File: config.mk
export PLATFORM = sky130hd
export DESIGN_NAME = envGen
export DESIGN_NICKNAME = d
export VERILOG_FILES = /design/src/rtl/envPkg.sv /design/src/rtl/envCtrl.sv /design/src/rtl/envData.sv /design/src/rtl/envGen.sv
export SDC_FILE = /design/constraint.sdc
export NUM_CORES = 1
export LEC_CHECK = 0
export ABC_AREA = 1
export BUFFER_PORTS_ARGS = -buffer_cell sky130_fd_sc_hd__buf_2
export CAP_MARGIN = 30
export CORE_AREA = 2 2 53 104
export DETAILED_ROUTE_END_ITERATION = 16
export DIE_AREA = 0 0 55 106
export PLACE_DENSITY = 0.82
export SYNTH_ARGS = -nofsm -noshare
export SYNTH_HDL_FRONTEND = slang
export SYNTH_HIERARCHICAL = 1
export SYNTH_SLANG_ARGS = --single-unit
export TNS_END_PERCENT = 20
File: constraint.sdc
create_clock -name clk -period 4.7 [get_ports clk]
set_input_delay 0.94 -clock clk [delete_from_list [all_inputs] [get_ports clk]]
set_output_delay 0.94 -clock clk [all_outputs]
set_load 0.005 [all_outputs]
File: src/rtl/envPkg.sv
package envPkg;

  typedef enum logic [1:0] {
    PH_ATTACK  = 2'd0,
    PH_DECAY   = 2'd1,
    PH_SUSTAIN = 2'd2,
    PH_RELEASE = 2'd3
  } phase_e;

  typedef enum logic [2:0] {
    OP_NONE,
    OP_LIN_UP,
    OP_FAST_UP,
    OP_BENT_UP,
    OP_LIN_DN,
    OP_EXP_DN,
    OP_REL_DN,
    OP_LOAD
  } op_e;

  typedef enum logic [3:0] {
    MD_ATTACK   = 4'd0,
    MD_DECAY    = 4'd1,
    MD_SUSTAIN  = 4'd2,
    MD_RELEASE  = 4'd3,
    MD_DIRECT   = 4'd4,
    MD_UP_LIN   = 4'd5,
    MD_UP_BENT  = 4'd6,
    MD_DN_LIN   = 4'd7,
    MD_DN_EXP   = 4'd8
  } mode_e;

  // Strobes from control to datapath
  typedef struct packed {
    logic       clear;
    logic       step;
    op_e        op;
    logic [6:0] direct;
  } envStrobe_t;

  // Tick period for a 5-bit rate index; 0 means the index never steps
  function automatic logic [8:0] ratePeriod(input logic [4:0] r);
    logic [4:0] inv;
    inv = 5'd31 - r;
    if (r == 5'd0) return 9'd0;
    return 9'd1 << inv[4:2];
  endfunction

endpackage

File: src/rtl/envCtrl.sv
module envCtrl
  import envPkg::*;
#(
  parameter int LVL_W = 11,
  parameter int CNT_W = 8
) (
  input  logic             clk,
  input  logic             rst_n,
  input  logic [7:0]       adsr1,
  input  logic [7:0]       adsr2,
  input  logic [7:0]       gain,
  input  logic             keyOn,
  input  logic             keyOff,
  input  logic             tick,
  input  logic [LVL_W-1:0] level,
  output envStrobe_t       strobe,
  output logic [3:0]       mode
);

  localparam logic [LVL_W-1:0] MAXV = {LVL_W{1'b1}};

  phase_e           phase;
  logic [CNT_W-1:0] cnt;
  logic [4:0]       rate;
  op_e              op;
  logic [CNT_W:0]   period;
  logic [CNT_W:0]   cntInc;
  logic             expire;
  logic             keyEvt;
  logic             adsrMode;

  assign adsrMode = adsr1[7];
  assign keyEvt   = keyOn | keyOff;

  // Rate index and step operation for the active mode and phase
  always_comb begin
    rate = 5'd0;
    op   = OP_NONE;
    if (phase == PH_RELEASE) begin
      rate = 5'd31;
      op   = OP_REL_DN;
    end else if (adsrMode) begin
      case (phase)
        PH_ATTACK: begin
          if (&adsr1[3:0]) begin
            rate = 5'd31;
            op   = OP_FAST_UP;
          end else begin
            rate = {adsr1[3:0], 1'b1};
            op   = OP_LIN_UP;
          end
        end
        PH_DECAY: begin
          rate = {1'b1, adsr1[6:4], 1'b0};
          op   = OP_EXP_DN;
        end
        PH_SUSTAIN: begin
          rate = adsr2[4:0];
          op   = OP_EXP_DN;
        end
        default: begin
          rate = 5'd0;
          op   = OP_NONE;
        end
      endcase
    end else if (!gain[7]) begin
      rate = 5'd31;
      op   = OP_LOAD;
    end else begin
      rate = gain[4:0];
      if (gain[6]) op = gain[5] ? OP_BENT_UP : OP_LIN_UP;
      else         op = gain[5] ? OP_EXP_DN  : OP_LIN_DN;
    end
  end

  assign period = (CNT_W+1)'(ratePeriod(rate));
  assign cntInc = {1'b0, cnt} + 1'b1;
  assign expire = (rate != 5'd0) && (cntInc >= period);

  assign strobe.clear  = keyOn & ~keyOff;
  assign strobe.step   = tick & ~keyEvt & expire;
  assign strobe.op     = op;
  assign strobe.direct = gain[6:0];

  // Tick counter
  always_ff @(posedge clk) begin
    if (!rst_n) begin
      cnt <= '0;
    end else if (keyOn && !keyOff) begin
      cnt <= '0;
    end else if (tick && !keyEvt && rate != 5'd0) begin
      cnt <= expire ? '0 : cntInc[CNT_W-1:0];
    end
  end

  // Phase sequencing
  always_ff @(posedge clk) begin
    if (!rst_n) begin
      phase <= PH_RELEASE;
    end else if (keyOff) begin
      phase <= PH_RELEASE;
    end else if (keyOn) begin
      phase <= PH_ATTACK;
    end else if (adsrMode) begin
      if (phase == PH_ATTACK && level == MAXV)
        phase <= PH_DECAY;
      else if (phase == PH_DECAY && level[LVL_W-1 -: 3] <= adsr2[7:5])
        phase <= PH_SUSTAIN;
    end
  end

  // Externally visible mode code
  always_comb begin
    if (phase == PH_RELEASE)      mode = MD_RELEASE;
    else if (adsrMode)            mode = {2'b00, phase};
    else if (!gain[7])            mode = MD_DIRECT;
    else if (gain[6])             mode = gain[5] ? MD_UP_BENT : MD_UP_LIN;
    else                          mode = gain[5] ? MD_DN_EXP  : MD_DN_LIN;
  end

endmodule

File: src/rtl/envData.sv
module envData
  import envPkg::*;
#(
  parameter int LVL_W = 11
) (
  input  logic             clk,
  input  logic             rst_n,
  input  envStrobe_t       strobe,
  output logic [LVL_W-1:0] level
);

  localparam int          SUM_W = LVL_W + 1;
  localparam logic [SUM_W-1:0] MAXV  = SUM_W'((1 << LVL_W) - 1);
  localparam logic [SUM_W-1:0] LIN   = SUM_W'(1 << (LVL_W - 6));
  localparam logic [SUM_W-1:0] FINE  = SUM_W'(1 << (LVL_W - 8));
  localparam logic [SUM_W-1:0] FAST  = SUM_W'(1 << (LVL_W - 1));
  localparam logic [SUM_W-1:0] KNEE  = SUM_W'(3 << (LVL_W - 2));
  localparam int          EXP_SH = LVL_W - 3;

  logic [SUM_W-1:0] cur;
  logic [SUM_W-1:0] upAmt;
  logic [SUM_W-1:0] dnAmt;
  logic [SUM_W-1:0] sum;
  logic [SUM_W-1:0] expAmt;
  logic             isUp;
  logic [LVL_W-1:0] nextLevel;

  assign cur    = {1'b0, level};
  assign expAmt = (level == '0) ? '0 : ((cur - 1'b1) >> EXP_SH) + 1'b1;

  always_comb begin
    upAmt = '0;
    dnAmt = '0;
    isUp  = 1'b0;
    case (strobe.op)
      OP_LIN_UP:  begin upAmt = LIN;  isUp = 1'b1; end
      OP_FAST_UP: begin upAmt = FAST; isUp = 1'b1; end
      OP_BENT_UP: begin upAmt = (cur < KNEE) ? LIN : FINE; isUp = 1'b1; end
      OP_LIN_DN:  dnAmt = LIN;
      OP_EXP_DN:  dnAmt = expAmt;
      OP_REL_DN:  dnAmt = FINE;
      default:    ;
    endcase
  end

  assign sum = cur + upAmt;

  always_comb begin
    if (strobe.op == OP_LOAD)
      nextLevel = {strobe.direct, {(LVL_W-7){1'b0}}};
    else if (isUp)
      nextLevel = (sum > MAXV) ? MAXV[LVL_W-1:0] : sum[LVL_W-1:0];
    else if (cur < dnAmt)
      nextLevel = '0;
    else
      nextLevel = level - dnAmt[LVL_W-1:0];
  end

  always_ff @(posedge clk) begin
    if (!rst_n)            level <= '0;
    else if (strobe.clear) level <= '0;
    else if (strobe.step)  level <= nextLevel;
  end

endmodule

File: src/rtl/envGen.sv
module envGen
  import envPkg::*;
#(
  parameter int LVL_W = 11,
  parameter int CNT_W = 8
) (
  input  logic             clk,
  input  logic             rst_n,
  input  logic [7:0]       envAdsr1,
  input  logic [7:0]       envAdsr2,
  input  logic [7:0]       envGain,
  input  logic             keyOn,
  input  logic             keyOff,
  input  logic             tick,
  output logic [LVL_W-1:0] envLevel,
  output logic [3:0]       envMode
);

  envStrobe_t strobe;

  envCtrl #(.LVL_W(LVL_W), .CNT_W(CNT_W)) uCtrl (
    .clk    (clk),
    .rst_n  (rst_n),
    .adsr1  (envAdsr1),
    .adsr2  (envAdsr2),
    .gain   (envGain),
    .keyOn  (keyOn),
    .keyOff (keyOff),
    .tick   (tick),
    .level  (envLevel),
    .strobe (strobe),
    .mode   (envMode)
  );

  envData #(.LVL_W(LVL_W)) uData (
    .clk    (clk),
    .rst_n  (rst_n),
    .strobe (strobe),
    .level  (envLevel)
  );

endmodule

==> results of run 1 <==
## metrics by stage
stage | power (W) | hold WS [ns] | worst slack [ns]
6_report | 0.0006049 | 0.4944 | 0.7616
5_1_grt | 0.0006511 | 0.5231 | 0.4520
4_1_cts | 0.0006029 | 0.5031 | 0.8484
3_5_place_dp | 0.0004793 | 0.4874 | 0.5723
3_3_place_gp | 0.0004739 | 0.4805 | 0.6573
2_1_floorplan | 0.0004112 | 0.4590 | 1.033
## final cells by class
cell class                      count  area share, %
Clock buffer                        3          1.340
Sequential cell                    21          13.64
Clock inverter                      1         0.1624
Tap cell                           58          2.355
Timing Repair Buffer               44          7.227
Inverter                           67          8.323
Multi-Input combinational cell    367          66.95
## registers in the layout, indices dropped and copies added (netlist names)
signal and cells:
uData/level 11, uCtrl/cnt 8, uCtrl/phase 2
## cells by family (layout without fill, tap and decap cells)
logic type / count (synthesis) / after routing / synth area share (%)
AO/OA/AOI/OAI: 74 / 74 / 16.70
XOR/XNOR: 13 / 13 / 4.032
adder cells (fa/ha/maj): 31 / 31 / 14.00
buffers and inverters: 78 / 115 / 12.05
flip-flops: 21 / 21 / 14.89
other: 1 / 1 / 0.1328
AND/OR/NAND/NOR: 248 / 248 / 38.19
## layout by cell type, fill, tap and decap left out, drive strengths merged, types with 2 or more instances in the layout
cell,instances
a21o,2
a21oi,44
a31oi,3
buf,44
clkbuf,3
clkinv,4
dfxtp,21
ha,30
inv,64
nand2,140
nand3,34
nand4,9
nor2,54
nor3,7
o211ai,3
o21ai,18
or2,2
xnor2,2
xor2,11
## worst min-delay path: stages, from the launching register on
cell,delay [ns]
dfxtp_1,0.35
nand2_1,0.07
nand2_1,0.04
## power by group through the flow
stage / clock, W / combinational, W / sequential [W]
3_5_place_dp: 0 / 0.000278 / 0.000201
3_3_place_gp: 0 / 0.000273 / 0.000201
5_1_grt: 0.000129 / 0.000323 / 0.000199
2_1_floorplan: 0 / 0.000213 / 0.000198
4_1_cts: 0.000126 / 0.000279 / 0.000197
6_report: 0.000123 / 0.000285 / 0.000197
## worst min path at each step
stage	endpoint	slack, ns	cells past startpoint
detailed placement	uCtrl/phase[0]	0.49	2
finish	uCtrl/phase[0]	0.49	2
global route	uCtrl/phase[0]	0.52	2
CTS	uCtrl/phase[0]	0.50	2
floorplan	uCtrl/phase[0]	0.46	2
global placement	uCtrl/phase[0]	0.48	2
## routing by layer
| metal | global-route usage [%] | part of all wire (%) | vias to the layer above |
|---|---|---|---|
| li1 | - | - | 1572 |
| met5 | 0 | 0 | - |
| met4 | 23.34 | 7.1 | 0 |
| met1 | 27.58 | 35 | 1408 |
| met2 | 54.68 | 53 | 117 |
| met3 | 4.073 | 4.4 | 54 |
==> impl_metrics.json, run 1 <==
{
  "status": "complete, no violations",
  "numCtsBuffers": 3,
  "overflow": 0,
  "synthToLayoutAreaGrowth_pct": 9.127,
  "worstSetupStartpoint": "envAdsr1[7]",
  "dieArea_mm2": 0.005830,
  "path_cells": "buf_2 > inv_4 > nor2_4 > inv_4 > nor2_1 > a31oi_1 > inv_1 > nor3_1 > inv_1 > nor2_1 > ha_1 > inv_1 > fa_1 > nand3_1 > nand2_1 > a21oi_2 > nand2_2 > nand3_1 > nand2_1 > nand2_1 > a21oi_1",
  "synthArstFlopShare_pct": 0,
  "switching_share_pct": 42.81,
  "cts_htree_levels": 1,
  "max_freq_ghz": 0.2539,
  "place_area_mm2": 0.003035,
  "drc": 0,
  "drive_gt1_share_pct": 15.31,
  "post-cts-setup-buffers": 0,
  "wire_per_inst_um": 14.46,
  "synth_common_cells": "nand2_1, inv_1, nor2_1, a21oi_1, nand3_1",
  "startpoint_type": "input pin",
  "regArea_um2": 420.4,
  "syn_nets": 526,
  "reg2reg_depth": 20,
  "leakage_nw": 1.626,
  "vias_per_cell": 5.617,
  "peakVddDrop_uv": 123.7,
  "wirelength_mm": 8.113,
  "yosys.area.top_type": "nand2_1",
  "r2r_start": "uCtrl/phase[1]",
  "dr.pass1.iters": 4,
  "clk_pin_slew_ns": 0.08,
  "placed_cells": 557,
  "rsz0062_at_grt": "false",
  "hp-class": "reg2reg",
  "p_seq_share_pct": 32.6,
  "stdcell_count": 561,
  "rrSetupSlack_ns": 0.91,
  "ctsHoldBuffers": 0,
  "cts_resized": 0,
  "via_count": 3151,
  "ant_nets": 0,
  "multi_input_area_mm2": 0.002063,
  "ys_ff_latch": 21,
  "period_share_pct": 83.80,
  "drt_iter0_drc": 123,
  "grt_pass1_wl_mm": 13.28,
  "cp.depth": 21,
  "power_frac_clock_pct": 20.3,
  "synth.most_common_cell": "nand2_1",
  "cp-endpoint": "uData/level[9]",
  "rows": 37,
  "slew_headroom_pct": 60.03,
  "numPortBuffers": 43,
  "clock_path_buffers": 2,
  "synth_top_area_share_pct": 18.08,
  "setup_viol": 0,
  "p_int_w": 0.0003459,
  "gp_congestion": 0.9228,
  "worst-path-buf-inv": 6,
  "fillers": 498,
  "chipWidth_um": 55,
  "yosysSeqAreaShare_pct": 14.89,
  "criticalPathCategory": "in2reg",
  "crit_slowest_cell": "a31oi_1",
  "grt_max_degree": 13,
  "synth_cell_types": 44,
  "synthFlopType": "dfxtp_1",
  "clock_latency_ns": 0.27,
  "hold_violations": 0,
  "yosys_warnings": 6,
  "min_from": "uCtrl/phase[0]",
  "syn_area_mm2": 0.002824,
  "hpwl_mm": 6.632,
  "fin_worst_skew_ns": 0.009106,
  "comb_power_share_pct": 47.1,
  "slowest_delay_ns": 0.46,
  "tns_ns": 0,
  "slew_viol_final": 0,
  "syn_inst": 466,
  "critPathMaxFanout": 8,
  "yosys-top-cells-area": "nand2_1, dfxtp_1, ha_1, inv_1, a21oi_1",
  "synth.avg_cell_area_um2": 6.060,
  "cap_violations": 0,
  "clock-sinks": 21,
  "power.density_mw_per_mm2": 196.3,
  "root_buffer": "clkbuf_8",
  "nNetsFinal": 564,
  "fin_util_pct": 60.52,
  "grt_pass1_vias": 3183,
  "crit_required_ns": 4.87,
  "io_pins": 44,
  "fin_crit_ns": 3.938,
  "r2r_end": "uData/level[9]",
  "power.switching_w": 0.0002590,
  "initial_utilization_pct": 55.45,
  "dieHeight_um": 106,
  "cp_top_family": "simple AND/OR/NAND/NOR gates",
  "tightest_slew_ns": 0.5967,
  "cp.arrival_ns": 4.10,
  "antenna_cells": 0,
  "design_area_mm2": 0.003082,
  "end_kind": "register",
  "antenna_found_initial": 0,
  "core_area_mm2": 0.005092,
  "synth_edf_count": 0,
  "cts_tree": "built",
  "grtUsageTotal_pct": 30.35
}
No activity file was read; power rests on OpenSTA's default activity.
==> run 2, diff against run 1 <==
--- a/config.mk
+++ b/config.mk
@@ -8,10 +8,10 @@
 export ABC_AREA = 1
 export BUFFER_PORTS_ARGS = -buffer_cell sky130_fd_sc_hd__buf_2
 export CAP_MARGIN = 30
-export CORE_AREA = 2 2 53 104
+export CORE_AREA = 2 2 55 109
 export DETAILED_ROUTE_END_ITERATION = 16
-export DIE_AREA = 0 0 55 106
-export PLACE_DENSITY = 0.82
+export DIE_AREA = 0 0 57 111
+export PLACE_DENSITY = 0.79
 export SYNTH_ARGS = -nofsm -noshare
 export SYNTH_HDL_FRONTEND = slang
 export SYNTH_HIERARCHICAL = 1
==> constraint.sdc (replaced) <==
create_clock -name clk -period 3.2 [get_ports clk]
set_input_delay 0.64 -clock clk [delete_from_list [all_inputs] [get_ports clk]]
set_output_delay 0.64 -clock clk [all_outputs]
set_load 0.005 [all_outputs]
==> run 2 against run 1 <==
- first-iteration DRC count grew 68%
- sequential power grew 46%
- critical endpoint is now uData/level[0]
- register-to-register slack got worse by 0.80 ns
- routed wire length increased by 6.2%
- design area is 17% higher
- die area grew 8.5%
- global-route usage fell by 4.0 points
- non-clock buffer count increased by 41
==> impl_metrics.json, run 2 (synthesis gave the netlist of run 1 again) <==
{
  "status": "complete, no violations",
  "slew_viol_final": 0,
  "multi_input_area_mm2": 0.002215,
  "grt_pass1_vias": 3113,
  "regArea_um2": 425.4,
  "overflow": 0,
  "clock_latency_ns": 0.26,
  "grt_pass1_wl_mm": 13.58,
  "comb_power_share_pct": 47.6,
  "worstSetupStartpoint": "uCtrl/phase[1]",
  "cts_tree": "built",
  "dr.pass1.iters": 4,
  "crit_slowest_cell": "dfxtp_4",
  "cts_htree_levels": 1,
  "hp-class": "reg2reg",
  "ctsHoldBuffers": 0,
  "antenna_found_initial": 0,
  "cp-endpoint": "uData/level[0]",
  "power_frac_clock_pct": 25.5,
  "reg2reg_depth": 17,
  "drc": 0,
  "core_area_mm2": 0.005563,
  "via_count": 3328,
  "final_common_cell": "nand2_1",
  "worst-path-buf-inv": 4,
  "nNetsFinal": 606,
  "antenna_cells": 0,
  "clk_pin_slew_ns": 0.06,
  "cp.arrival_ns": 3.24,
  "final_cell_mix": "nand2_1, inv_1, nor2_1",
  "slew_headroom_pct": 57.96,
  "p_int_w": 0.0006487,
  "r2r_end": "uData/level[0]",
  "drt_iter0_drc": 207,
  "vias_per_cell": 5.492,
  "leakage_nw": 1.850,
  "criticalPathCategory": "reg2reg",
  "io_pins": 44,
  "switching_share_pct": 39.65,
  "fin_crit_ns": 3.089,
  "hold_violations": 0,
  "grt_max_degree": 13,
  "largest_reg_flops": 11,
  "dieHeight_um": 111,
  "power.switching_w": 0.0004262,
  "p_seq_share_pct": 26.8,
  "clock_path_buffers": 2,
  "critPathMaxFanout": 5,
  "largestRegisters": "uData/level x11, uCtrl/cnt x8, uCtrl/phase x2",
  "slowest_delay_ns": 0.37,
  "dieArea_mm2": 0.006327,
  "fin_worst_skew_ns": 0.007219,
  "max_freq_ghz": 0.3237,
  "chipWidth_um": 57,
  "setup_viol": 0,
  "power.density_mw_per_mm2": 298.7,
  "fillers": 511,
  "initial_utilization_pct": 50.76,
  "rrSetupSlack_ns": 0.11,
  "numPortBuffers": 43,
  "cp.depth": 17,
  "wire_per_inst_um": 14.22,
  "numCtsBuffers": 3,
  "tightest_slew_ns": 0.6283,
  "place_area_mm2": 0.003342,
  "hpwl_mm": 6.371,
  "drive_gt1_share_pct": 26.61,
  "peakVddDrop_uv": 246.6,
  "end_kind": "register",
  "period_share_pct": 96.54,
  "design_area_mm2": 0.003598,
  "crit_required_ns": 3.35,
  "fin_util_pct": 64.69,
  "r2r_start": "uCtrl/phase[1]",
  "wirelength_mm": 8.617,
  "gp_congestion": 0.9379,
  "cap_violations": 0,
  "grtUsageTotal_pct": 26.35,
  "rows": 39,
  "clock-sinks": 21,
  "startpoint_type": "register",
  "largest_register": "uData/level",
  "cp_top_family": "compound AO/OA/AOI/OAI gates",
  "path_cells": "inv_1 > ha_4 > a21oi_1 > a221oi_2 > buf_4 > buf_4 > buf_4 > nand2_1 > nor3_2 > ha_2 > ha_1 > nand2_2 > a21oi_4 > a31oi_4 > or2_4 > nand2_1 > a21oi_1",
  "crit_top_cell": "buf_4",
  "root_buffer": "clkbuf_16",
  "synthToLayoutAreaGrowth_pct": 27.43,
  "ant_nets": 0
}
-- run 2: cell types whose count changed in the layout (fill, tap and decap cells not counted), moves of 4 or more --
cell     previous run  this run
nor2_1             49        45
nand2_1           136       132
ha_2                0         4
ha_1               30        23
buf_4               1        41
-- run 2: area by class of cell --
cell class                      instances  area share, %
Sequential cell                        21          11.82
Inverter                               67          7.128
Clock buffer                            3          2.086
Tap cell                               61          2.121
Timing Repair Buffer                   85          15.16
Clock inverter                          1         0.1391
Multi-Input combinational cell        368          61.54
-- run 2: power by group through the flow --
stage,Clock [W],Sequential [W],Combinational (W)
after detailed placement,0,0.000292,0.000461
after global placement,0,0.000292,0.000450
after CTS,0.000278,0.000287,0.000473
after global routing,0.000290,0.000290,0.000567
after floorplan,0,0.000291,0.000319
final,0.000275,0.000288,0.000512
-- run 2: worst min-delay path by stage --
stage | start | to | slack (ns) | cells after the start
after global placement | uCtrl/phase[0] | uCtrl/phase[0] | 0.48 | 2
after detailed placement | uCtrl/phase[1] | uCtrl/phase[1] | 0.48 | 2
after global routing | uCtrl/phase[1] | uCtrl/phase[1] | 0.51 | 2
after CTS | uCtrl/phase[0] | uCtrl/phase[0] | 0.47 | 2
after floorplan | uCtrl/phase[0] | uCtrl/phase[0] | 0.46 | 2
final | uCtrl/phase[1] | uCtrl/phase[1] | 0.50 | 2
-- run 2: per-layer routing --
layer	GRT usage, %	vias to the layer above	wire (um)
met1	34.03	1466	3408
met2	42.68	162	4263
met5	0	-	0
met3	3.034	29	651
li1	-	1671	-
met4	12.40	0	293
-- run 2: tightest hold or removal path: cells and delay by family, from the launching register on --
family	cells	cell delay, ns
simple gates	2	0.10
flops	1	0.37
-- run 2: stage by stage --
step           hold WS [ns]  power [W]  setup TNS, ns  instances  setup WS, ns
3_5_place_dp         0.4799  0.0007539         -2.511        596       -0.2667
4_1_cts              0.4718   0.001038              0        601       0.01897
5_1_grt              0.5068   0.001147        -0.4682        606      -0.07972
2_1_floorplan        0.4590  0.0006093              0        466      0.002671
6_report             0.4956   0.001075              0        606        0.1106
3_3_place_gp         0.4753  0.0007422         -1.497        596       -0.1626
-- run 2: repair_timing --
action | CTS | global route
gates resized for setup | 6 | 28
cloned | 0 | 1
buffers inserted | 1 | 4
setup endpoints to repair | 11 | 11
pin swaps | 2 | 7
